File: config.mk
export PLATFORM = sky130hd
export DESIGN_NAME = exc_frame_seq
export DESIGN_NICKNAME = d
export VERILOG_FILES = /design/src/rtl/exc_seq_pkg.sv /design/src/rtl/exc_frame_plan.sv /design/src/rtl/exc_push_gen.sv /design/src/rtl/exc_frame_seq.sv
export SDC_FILE = /design/constraint.sdc
export NUM_CORES = 1
export LEC_CHECK = 0
export BUFFER_PORTS_ARGS = -buffer_cell sky130_fd_sc_hd__buf_2
export CAP_MARGIN = 15
export CORE_MARGIN = 3
export CORE_UTILIZATION = 40
export DETAILED_ROUTE_END_ITERATION = 8
export PLACE_DENSITY = 0.74
export SKIP_CTS_REPAIR_TIMING = 1
export SLEW_MARGIN = 10
export SYNTH_ARGS = -nofsm -noshare
export SYNTH_HDL_FRONTEND = slang
export SYNTH_SLANG_ARGS = --single-unit
File: constraint.sdc
create_clock -name clk -period 5.1 [get_ports clk]
set_input_delay 0.51 -clock clk [delete_from_list [all_inputs] [get_ports clk]]
set_output_delay 0.51 -clock clk [all_outputs]
set_load 0.005 [all_outputs]
File: src/rtl/exc_seq_pkg.sv
package exc_seq_pkg;
  typedef enum logic [1:0] {FRM_SHORT, FRM_OFS, FRM_LONG} frame_e;
  typedef enum logic [2:0] {ST_IDLE, ST_PUSH, ST_FETCH, ST_FIN, ST_HALT} state_e;
  localparam int SR_SUP = 13;
  localparam int SR_TR0 = 14;
  localparam int SR_TR1 = 15;
  localparam logic [15:0] LONG_FRAME_TAG = 16'h2000;
endpackage

File: src/rtl/exc_frame_plan.sv
module exc_frame_plan
  import exc_seq_pkg::*;
#(
  parameter int VW = 8,
  parameter int CW = 6
) (
  input  logic [VW-1:0] vec,
  input  logic [1:0]    variant,
  output frame_e        frame,
  output logic          use_next,
  output logic [1:0]    last_step,
  output logic [CW-1:0] cost
);
  logic is_trap, is_chk, is_auto;

  always_comb begin
    is_trap  = (vec >= VW'(32)) && (vec <= VW'(47));
    is_chk   = (vec == VW'(6));
    is_auto  = (vec >= VW'(24)) && (vec <= VW'(31));
    use_next = (vec == VW'(5)) || (vec == VW'(7)) || (vec == VW'(9)) || is_auto || is_trap;
    if (variant == 2'd0)                           frame = FRM_SHORT;
    else if (variant == 2'd2 && (is_trap || is_chk)) frame = FRM_LONG;
    else if (variant == 2'd3 && is_chk)            frame = FRM_LONG;
    else                                           frame = FRM_OFS;
    unique case (frame)
      FRM_SHORT: last_step = 2'd1;
      FRM_OFS:   last_step = 2'd2;
      default:   last_step = 2'd3;
    endcase
  end

  always_comb begin
    if (vec <= VW'(1))       cost = CW'(40);
    else if (vec <= VW'(3))  cost = CW'(50);
    else if (vec == VW'(5))  cost = CW'(38);
    else if (is_chk)         cost = CW'(40);
    else if (is_auto)        cost = CW'(44);
    else                     cost = CW'(34);
  end
endmodule

File: src/rtl/exc_push_gen.sv
module exc_push_gen
  import exc_seq_pkg::*;
#(
  parameter int XW = 32,
  parameter int VW = 8
) (
  input  frame_e        frame,
  input  logic [1:0]    step,
  input  logic          use_next,
  input  logic [XW-1:0] pc_next,
  input  logic [XW-1:0] pc_fault,
  input  logic [15:0]   sr_old,
  input  logic [VW-1:0] vec,
  output logic          is_long,
  output logic [XW-1:0] data
);
  logic [15:0]   ofs_word;
  logic [XW-1:0] pc_stk;

  always_comb begin
    ofs_word = 16'({vec, 2'b00});
    pc_stk   = use_next ? pc_next : pc_fault;
    is_long  = 1'b0;
    data     = XW'(sr_old);
    unique case (frame)
      FRM_SHORT: if (step == 2'd0) begin is_long = 1'b1; data = pc_stk; end
      FRM_OFS: begin
        if (step == 2'd0)      data = XW'(ofs_word);
        else if (step == 2'd1) begin is_long = 1'b1; data = pc_stk; end
      end
      default: begin
        if (step == 2'd0)      begin is_long = 1'b1; data = pc_fault; end
        else if (step == 2'd1) data = XW'(LONG_FRAME_TAG | {4'h0, ofs_word[11:0]});
        else if (step == 2'd2) begin is_long = 1'b1; data = pc_next; end
      end
    endcase
  end
endmodule

File: src/rtl/exc_frame_seq.sv
module exc_frame_seq
  import exc_seq_pkg::*;
#(
  parameter int XW = 32,
  parameter int VW = 8,
  parameter int CW = 6
) (
  input  logic          clk,
  input  logic          rst_n,
  input  logic          start,
  input  logic [VW-1:0] vec_num,
  input  logic [1:0]    variant,
  input  logic [XW-1:0] pc_next,
  input  logic [XW-1:0] pc_fault,
  input  logic [15:0]   sr_in,
  input  logic [XW-1:0] sp_in,
  output logic          bus_valid,
  output logic          bus_write,
  output logic          bus_long,
  output logic [XW-1:0] bus_addr,
  output logic [XW-1:0] bus_wdata,
  input  logic          bus_ready,
  input  logic [XW-1:0] bus_rdata,
  output logic          busy,
  output logic          done,
  output logic          halted,
  output logic [15:0]   sr_out,
  output logic [XW-1:0] sp_out,
  output logic [XW-1:0] pc_out,
  output logic [CW-1:0] cycle_cost
);
  state_e        state_q, state_d;
  logic [1:0]    step_q, step_d, last_step;
  logic [XW-1:0] sp_q, sp_d, pc_q, pc_d, pcn_q, pcn_d, pcf_q, pcf_d;
  logic [15:0]   sro_q, sro_d;
  logic [VW-1:0] vec_q, vec_d;
  logic [1:0]    var_q, var_d;
  frame_e        frame;
  logic          use_next, push_long, launch, nested, reg_en;
  logic [XW-1:0] push_data, push_addr;

  exc_frame_plan #(.VW(VW), .CW(CW)) u_plan (
    .vec(vec_q), .variant(var_q), .frame(frame), .use_next(use_next),
    .last_step(last_step), .cost(cycle_cost)
  );

  exc_push_gen #(.XW(XW), .VW(VW)) u_push (
    .frame(frame), .step(step_q), .use_next(use_next), .pc_next(pcn_q),
    .pc_fault(pcf_q), .sr_old(sro_q), .vec(vec_q), .is_long(push_long), .data(push_data)
  );

  assign push_addr = sp_q - (push_long ? XW'(4) : XW'(2));
  assign busy      = (state_q == ST_PUSH) || (state_q == ST_FETCH);
  assign done      = (state_q == ST_FIN);
  assign halted    = (state_q == ST_HALT);
  assign bus_valid = busy;
  assign bus_write = (state_q == ST_PUSH);
  assign bus_long  = (state_q == ST_PUSH) ? push_long : 1'b1;
  assign bus_addr  = (state_q == ST_FETCH) ? XW'({vec_q, 2'b00}) : push_addr;
  assign bus_wdata = (state_q == ST_PUSH) ? push_data : '0;
  assign sp_out    = sp_q;
  assign pc_out    = pc_q;

  always_comb begin
    sr_out         = sro_q;
    sr_out[SR_SUP] = 1'b1;
    sr_out[SR_TR1] = 1'b0;
    sr_out[SR_TR0] = 1'b0;
  end

  always_comb begin
    state_d = state_q; step_d = step_q; sp_d = sp_q; pc_d = pc_q;
    pcn_d = pcn_q; pcf_d = pcf_q; sro_d = sro_q; vec_d = vec_q; var_d = var_q;
    launch = start && (state_q == ST_IDLE || state_q == ST_FIN);
    nested = start && busy;
    if (nested) begin
      state_d = ST_HALT;
    end else if (launch) begin
      state_d = ST_PUSH; step_d = 2'd0; sp_d = sp_in; sro_d = sr_in;
      vec_d = vec_num; var_d = variant; pcn_d = pc_next; pcf_d = pc_fault;
    end else begin
      unique case (state_q)
        ST_PUSH: if (bus_ready) begin
          sp_d = push_addr;
          if (step_q == last_step) state_d = ST_FETCH;
          else                     step_d  = step_q + 2'd1;
        end
        ST_FETCH: if (bus_ready) begin
          pc_d = bus_rdata; state_d = ST_FIN;
        end
        ST_FIN:  state_d = ST_IDLE;
        default: ;
      endcase
    end
    reg_en = launch || (busy && bus_ready);
  end

  always_ff @(posedge clk or negedge rst_n) begin
    if (!rst_n) begin
      state_q <= ST_IDLE;
      step_q  <= '0; sp_q <= '0; pc_q <= '0; pcn_q <= '0; pcf_q <= '0;
      sro_q   <= '0; vec_q <= '0; var_q <= '0;
    end else begin
      state_q <= state_d;
      if (reg_en) begin
        step_q <= step_d; sp_q <= sp_d; pc_q <= pc_d; pcn_q <= pcn_d;
        pcf_q  <= pcf_d;  sro_q <= sro_d; vec_q <= vec_d; var_q <= var_d;
      end
    end
  end


  req_hold_chk: assert property (@(posedge clk) disable iff (!rst_n)
    bus_valid && !bus_ready && !start |=> bus_valid && $stable(bus_addr) && $stable(bus_wdata) && $stable(bus_long));

  sp_follow_chk: assert property (@(posedge clk) disable iff (!rst_n)
    bus_valid && bus_write && bus_ready && !start |=> sp_out == $past(bus_addr));

  fetch_shape_chk: assert property (@(posedge clk) disable iff (!rst_n)
    bus_valid && !bus_write |-> bus_long && bus_addr[1:0] == 2'b00);

  done_pulse_chk: assert property (@(posedge clk) disable iff (!rst_n)
    done |=> !done);

  halt_sticky_chk: assert property (@(posedge clk) disable iff (!rst_n)
    halted |=> halted);

  halt_quiet_chk: assert property (@(posedge clk) disable iff (!rst_n)
    halted |-> !bus_valid && !done);
endmodule

# Yosys cells after proc, flatten, opt, wreduce, memory -nomap -nowiden
# Cells that the tools add are included.
word_totals:
  regBits: 159
  output_inout_bits: 156
  word_cells: 105
  input_bits: 158
op_classes:
  n_bitwise: 2
  add_sub_neg: 2
  mux: 41
  n_reduce_logical: 27
  n_lt_le_gt_ge: 6
  n_eq_ne: 18
ops:
  columns: ["op", "n"]
  rows:
  - ["$mux W32", 12]
  - ["$pmux W32 S2", 1]
  - ["$sub A32 B3 Y32", 1]
  - ["$eq A8 B3 Y1 const B", 3]
  - ["$mux W6", 4]
  - ["$mux W3", 6]
  - ["$mux W2", 7]
  - ["$reduce_and A5 Y1", 2]
  - ["$pmux W3 S3", 1]
  - ["$eq A8 B4 Y1 const B", 1]
  - ["$ge A8 B5 Y1 const B", 1]
  - ["$ge A8 B6 Y1 const B", 1]
  - ["$le A8 B1 Y1 const B", 1]
  - ["$le A8 B2 Y1 const B", 1]
  - ["$le A8 B5 Y1 const B", 1]
  - ["$le A8 B6 Y1 const B", 1]
  - ["$logic_or A1 B1 Y1", 8]
  - ["$ne A4 B1 Y1 const B", 2]
  - ["$reduce_and A4 Y1", 2]
  - ["$logic_and A1 B1 Y1", 7]
  - ["$mux W1", 7]
  - ["$eq A2 B2 Y1 const B", 3]
  - ["$eq A3 B2 Y1 const B", 2]
  - ["$logic_not A2 Y1", 3]
  - ["other kinds (15)", 18]

# Logic depth before layout (Yosys ltp)
depth:
  word_depth: 14
  mapped_depth: 16

# Cells and area by module
# Synthesis repeated with hierarchy kept, for this count alone.
unflattened:
  cells_unflattened: 1003
  hier_area_um2: 8846.0
by_module_without_submodules:
  columns: ["module", "seq_area_each_um2", "cells_each", "n_inst", "area_per_inst_um2"]
  rows:
  - ["exc_frame_seq", 3978.8, 856, 1, 7679.9]
  - ["exc_push_gen", 0.0, 118, 1, 982.2]
  - ["exc_frame_plan", 0.0, 29, 1, 183.9]

# Worst setup path before layout
# No wires, ideal clock.
synth_timing:
  path_kind: "reg-to-output"
  startpoint: "register step_q[0]"
  endpoint: "output port bus_addr[19]"
  required_ns: 4.590
  path_buffers: 3
  path_slack_ns: 0.496
  arrival_time_ns: 4.094
  stages_incl_launch_ff: 17
  path_cell_list: "dfrtp_1 inv_1 ha_1 buf_2 inv_1 clkbuf_1 clkbuf_1 o31ai_1 mux2i_1 ha_1 inv_1 fa_1 nor4_2 nand3_2 or4b_1 xor2_1 nor2_1"
synth_between:
  elab_chain_cells: 8
  elab_cells_between_ends: 13
  cone_classes: "add/sub (1); eq/ne (2); mux (9); reduce/logical (1)"
synth_lines:
  columns: ["element", "line", "rtl"]
  rows:
  - ["start: declaration", "exc_frame_seq.sv:33", "logic [1:0] step_q, step_d, last_step;"]
  - ["start signal: assignment", "exc_frame_seq.sv:106", "step_q <= step_d; sp_q <= sp_d; pc_q <= pc_d; pcn_q <= pcn_d;"]
  - ["$eq A2 B2 Y1", "exc_push_gen.sv:34", "else if (step == 2'd2) begin is_long = 1'b1; data = pc_next; end"]
  - ["$mux W1", "exc_push_gen.sv:34", null]
  - ["$mux W1", "exc_push_gen.sv:33", "else if (step == 2'd1) data = XW'(LONG_FRAME_TAG | {4'h0, ofs_word[11:0]});"]
  - ["$mux W1", "exc_push_gen.sv:32", "if (step == 2'd0) begin is_long = 1'b1; data = pc_fault; end"]
  - ["$pmux W1 S2 (*)", "exc_push_gen.sv:25", "unique case (frame)"]
  - ["$mux W3 (*)", "exc_frame_seq.sv:52", "assign push_addr = sp_q - (push_long ? XW'(4) : XW'(2));"]
  - ["$sub A32 B3 Y32 (*)", "exc_frame_seq.sv:52", null]
  - ["$mux W32 (*)", "exc_frame_seq.sv:59", "assign bus_addr = (state_q == ST_FETCH) ? XW'({vec_q, 2'b00}) : push_addr;"]
  - ["end: declaration", "exc_frame_seq.sv:20", "output logic [XW-1:0] bus_addr,"]
# Every way passes the cells marked *; elsewhere a longest branch is shown, timed or not.

# Worst setup path in the final report
layout_timing:
  startpoint: "register vec_q[7]"
  endpoint: "output port bus_addr[19]"
layout_between:
  elab_chain_cells: 11
  elab_cells_between_ends: 16
  cone_classes: "add/sub (1); order compare (2); eq/ne (2); mux (6); reduce/logical (5)"
layout_lines:
  columns: ["element", "line", "rtl"]
  rows:
  - ["start: declaration", "exc_frame_seq.sv:36", "logic [VW-1:0] vec_q, vec_d;"]
  - ["start signal: assignment", "exc_frame_seq.sv:107", "pcf_q <= pcf_d; sro_q <= sro_d; vec_q <= vec_d; var_q <= var_d;"]
  - ["$ge A8 B6 Y1 or $le A8 B6 Y1 (tied branches)", "exc_frame_plan.sv:17", "is_trap = (vec >= VW'(32)) && (vec <= VW'(47));"]
  - ["$logic_and A1 B1 Y1", "exc_frame_plan.sv:17", null]
  - ["$logic_or A1 B1 Y1", "exc_frame_plan.sv:22", "else if (variant == 2'd2 && (is_trap || is_chk)) frame = FRM_LONG;"]
  - ["$logic_and A1 B1 Y1", "exc_frame_plan.sv:22", null]
  - ["$mux W2 (*)", "exc_frame_plan.sv:22", null]
  - ["$mux W2 (*)", "exc_frame_plan.sv:21", "if (variant == 2'd0) frame = FRM_SHORT;"]
  - ["$eq A2 B1 Y1 or $logic_not A2 Y1 (tied branches)", "exc_push_gen.sv:25", null]
  - ["$pmux W1 S2 (*)", "exc_push_gen.sv:25", null]
  - ["$mux W3 (*)", "exc_frame_seq.sv:52", null]
  - ["$sub A32 B3 Y32 (*)", "exc_frame_seq.sv:52", null]
  - ["$mux W32 (*)", "exc_frame_seq.sv:59", null]
# Marks and branches as above.

==> impl_metrics.csv <==
group,metric,value,unit
routing,routed_wl,31900,um
place,numPortBuffers,308,
timing,fmax,203,MHz
die,coreArea,0.0235,mm2
finish,fillCellCount,2294,
timing,setup_tns,0,ps
worst_setup_path,cp_max_fo,9,
finish,syn_to_final_growth,24.0,%
routing,initialDrtViolationCount,895,
pwr,power.internal,3710,uW
pwr,p_comb_frac,0.429,
routing,drc,0,
die,rows,56,
worst_setup_path,crit_path_end_kind,"primary output",
pwr,p_leak,0.00567,uW
timing,skew,10.5,ps
timing,hold_viol_final,0,
die,die_area,0.0260,mm2
synthesis,synthArstFlopShare,1.00,
clock_network,clkLatencyLatePin,430,ps
timing,min_period_over_period,0.967,
synthesis,ys_ff_latch,159,
timing,worst_pin_slew,1070,ps
min_path,min_path_type,"in -> async",
synthesis,synthesis.area,0.00963,mm2
place,hpwl,22100,um
worst_setup_path,cp-start-kind,"register",
die,ioPinCount,314,
timing,maxSlewViolCount,0,
clock_network,cts_max_level,4,
clock_network,clockBufferDepth,2,
finish,layout_common_cells,"nand2_1 (315), buf_2 (307), dfrtp_1 (158), nor2_1 (73), o21ai_0 (62)",
die,die_h,161,um
clock_network,cts_tree,"done",
timing,period_needed,4930,ps
synthesis,synth_edf_count,0,
global_routing,antenna_found_initial,4,
routing,vias,9831,
pwr,powerDensity,546,mW/mm2
routing,drtAntennaViolNets,0,
pwr,seqPwrFrac,0.372,
pwr,peakVddDrop,0.221,mV
synthesis,synthDistinctLibCells,66,
synthesis,synth_ff_type,"dfrtp_1",
global_routing,grt_max_degree,97,
synthesis,synthCells,1175,
timing,slew_headroom,0.288,
global_routing,grt_pass1_vias,9268,
global_routing,grt_use_total,0.239,
pwr,p_sw,2810,uW
worst_setup_path,arrival,4420,ps
worst_setup_path,worstPathRequired,4590,ps
clock_network,cts.reportedPaths.clkPinSlew,70,ps
global_routing,grt_remaining_overflow,0,
run,cap_violations,0,
routing,via_per_inst,5.60,
finish,layout-drive-gt1-share,0.306,
clock_network,numCtsBuffers,17,
clock_network,cts_num_sinks,159,
global_routing,grt_pass1_wl,50000,um
finish,final_common_cell,"nand2_1",
routing,first_pass_iters,5,
status,status,"completed",
synthesis,avgSynthCellArea,8.20,um2
clock_network,cts_root_buf,"clkbuf_16",
worst_setup_path,critical_path_class,"reg -> out",
die,die_w,161,um
timing,fin_worst_hold_slack,126,ps
synthesis,ys_warn_count,0,
die,initial_core_util,0.409,
place,place.gp.congestion,0.869,
routing,wl_per_cell,18.2,um
synthesis,ys_seq_area_frac,0.413,
timing,setup_viol,0,
pwr,p_sw_frac,0.431,
pwr,p_clk_frac,0.199,
finish,finalNetCount,1585,
kinds of logic after synthesis:
logic type / count (synthesis) / synth area share
other: 2 / 0.000780
and+or+nand+nor: 535 / 0.249
buffers and inverters: 127 / 0.0599
AOI/OAI and AO/OA: 263 / 0.182
muxes: 53 / 0.0595
xor gates and xnor gates: 29 / 0.0264
adders and majority gates: 7 / 0.00987
DFF: 159 / 0.413
per-stage QoR:
stage | util | setup WS, ps | area [um2] | power [uW] | instances
final | 0.507 | 167 | 11900 | 6520 | 1754
after global routing | 0.507 | -88.8 | 11900 | 7010 | 1754
after CTS | 0.503 | -172 | 11800 | 6460 | 1745
after detailed placement | 0.478 | 298 | 11300 | 5140 | 1714
after global placement | 0.478 | 445 | 11300 | 5050 | 1714
after floorplan | - | 496 | 9640 | 4120 | 1178
critical path, cell delays in order, from the launching register on:
cell and delay, ps:
dfrtp_1 480, nor3_4 360, nand4_1 260, nand2_1 210
mux2i_4 330, ha_1 210, inv_1 50, fa_1 460
nor4_2 290, buf_4 190, nand3_2 230, or4b_4 580
xor2_1 150, nor2_1 80, buf_2 110
metal layers:
metal	share of wire	routed length, um	track usage	vias to the layer above
li1	-	-	-	4571
met1	0.43	13600	0.322	4703
met2	0.47	14800	0.383	481
met3	0.076	2410	0.0467	74
met4	0.032	1030	0.0868	2
met5	0.00063	20	0	-
power by group through the flow:
stage | clock network (uW) | logic [uW] | registers [uW]
after floorplan | 0 | 1940 | 2180
after global placement | 0 | 2660 | 2390
after detailed placement | 0 | 2720 | 2410
after CTS | 1330 | 2740 | 2390
after global routing | 1380 | 3120 | 2510
final | 1300 | 2800 | 2430
registers in the layout (all words and copies together), names as in the netlist:
name,cells
var_q,2
pc_out,32
sro_q,16
vec_q,8
pcn_q,32
state_q,3
pcf_q,32
sp_out,32
step_q,2
synth_stat cells, drive strengths merged, types with 3 or more instances:
master / instances / area share
a21o: 14 / 0.011
a21oi: 48 / 0.025
a221oi: 10 / 0.0091
a22oi: 23 / 0.018
a311oi: 8 / 0.0073
a31oi: 11 / 0.0071
and3: 3 / 0.0019
buf: 43 / 0.027
clkbuf: 69 / 0.027
dfrtp: 159 / 0.41
ha: 6 / 0.0078
inv: 15 / 0.0058
mux2: 34 / 0.040
mux2i: 19 / 0.020
nand2: 316 / 0.12
nand2b: 5 / 0.0032
nand3: 45 / 0.024
nand4: 6 / 0.0039
nand4b: 3 / 0.0027
nor2: 74 / 0.029
nor2b: 6 / 0.0039
nor3: 29 / 0.016
nor3b: 5 / 0.0039
nor4: 12 / 0.013
o211ai: 11 / 0.0086
o21a: 31 / 0.024
o21ai: 63 / 0.033
o221a: 7 / 0.0082
o22ai: 12 / 0.0078
o311ai: 8 / 0.0073
o31ai: 3 / 0.0023
or2: 7 / 0.0048
or3: 5 / 0.0032
or4: 11 / 0.0094
xnor2: 23 / 0.021
xor2: 6 / 0.0055
worst paths after layout:
check | slack, ps | from | cells past startpoint | endpoint
worst min-delay path | 130 | rst_n | 1 | pcn_q[26]
min in group clk | 270 | pc_next[24] | 3 | pcn_q[24]
worst max register to register | 1060 | vec_q[7] | 13 | sp_out[19]
worst max-delay path | 170 | vec_q[7] | 14 | bus_addr[19]
worst min register to register | 500 | pc_out[28] | 1 | pc_out[28]
max in group asynchronous | 3870 | rst_n | 2 | pc_out[18]
final cells by class:
class | instances | area (um2) | area share
Clock buffer | 17 | 425 | 0.0356
Clock inverter | 14 | 158 | 0.0132
Timing Repair Buffer | 335 | 1760 | 0.148
Tap cell | 319 | 399 | 0.0334
Multi-Input combinational cell | 892 | 5150 | 0.431
Sequential cell | 159 | 3980 | 0.333
Antenna cell | 3 | 7.51 | 0.000629
Inverter | 15 | 56.3 | 0.00472
Note: power is estimated with default switching activity, not from simulation.
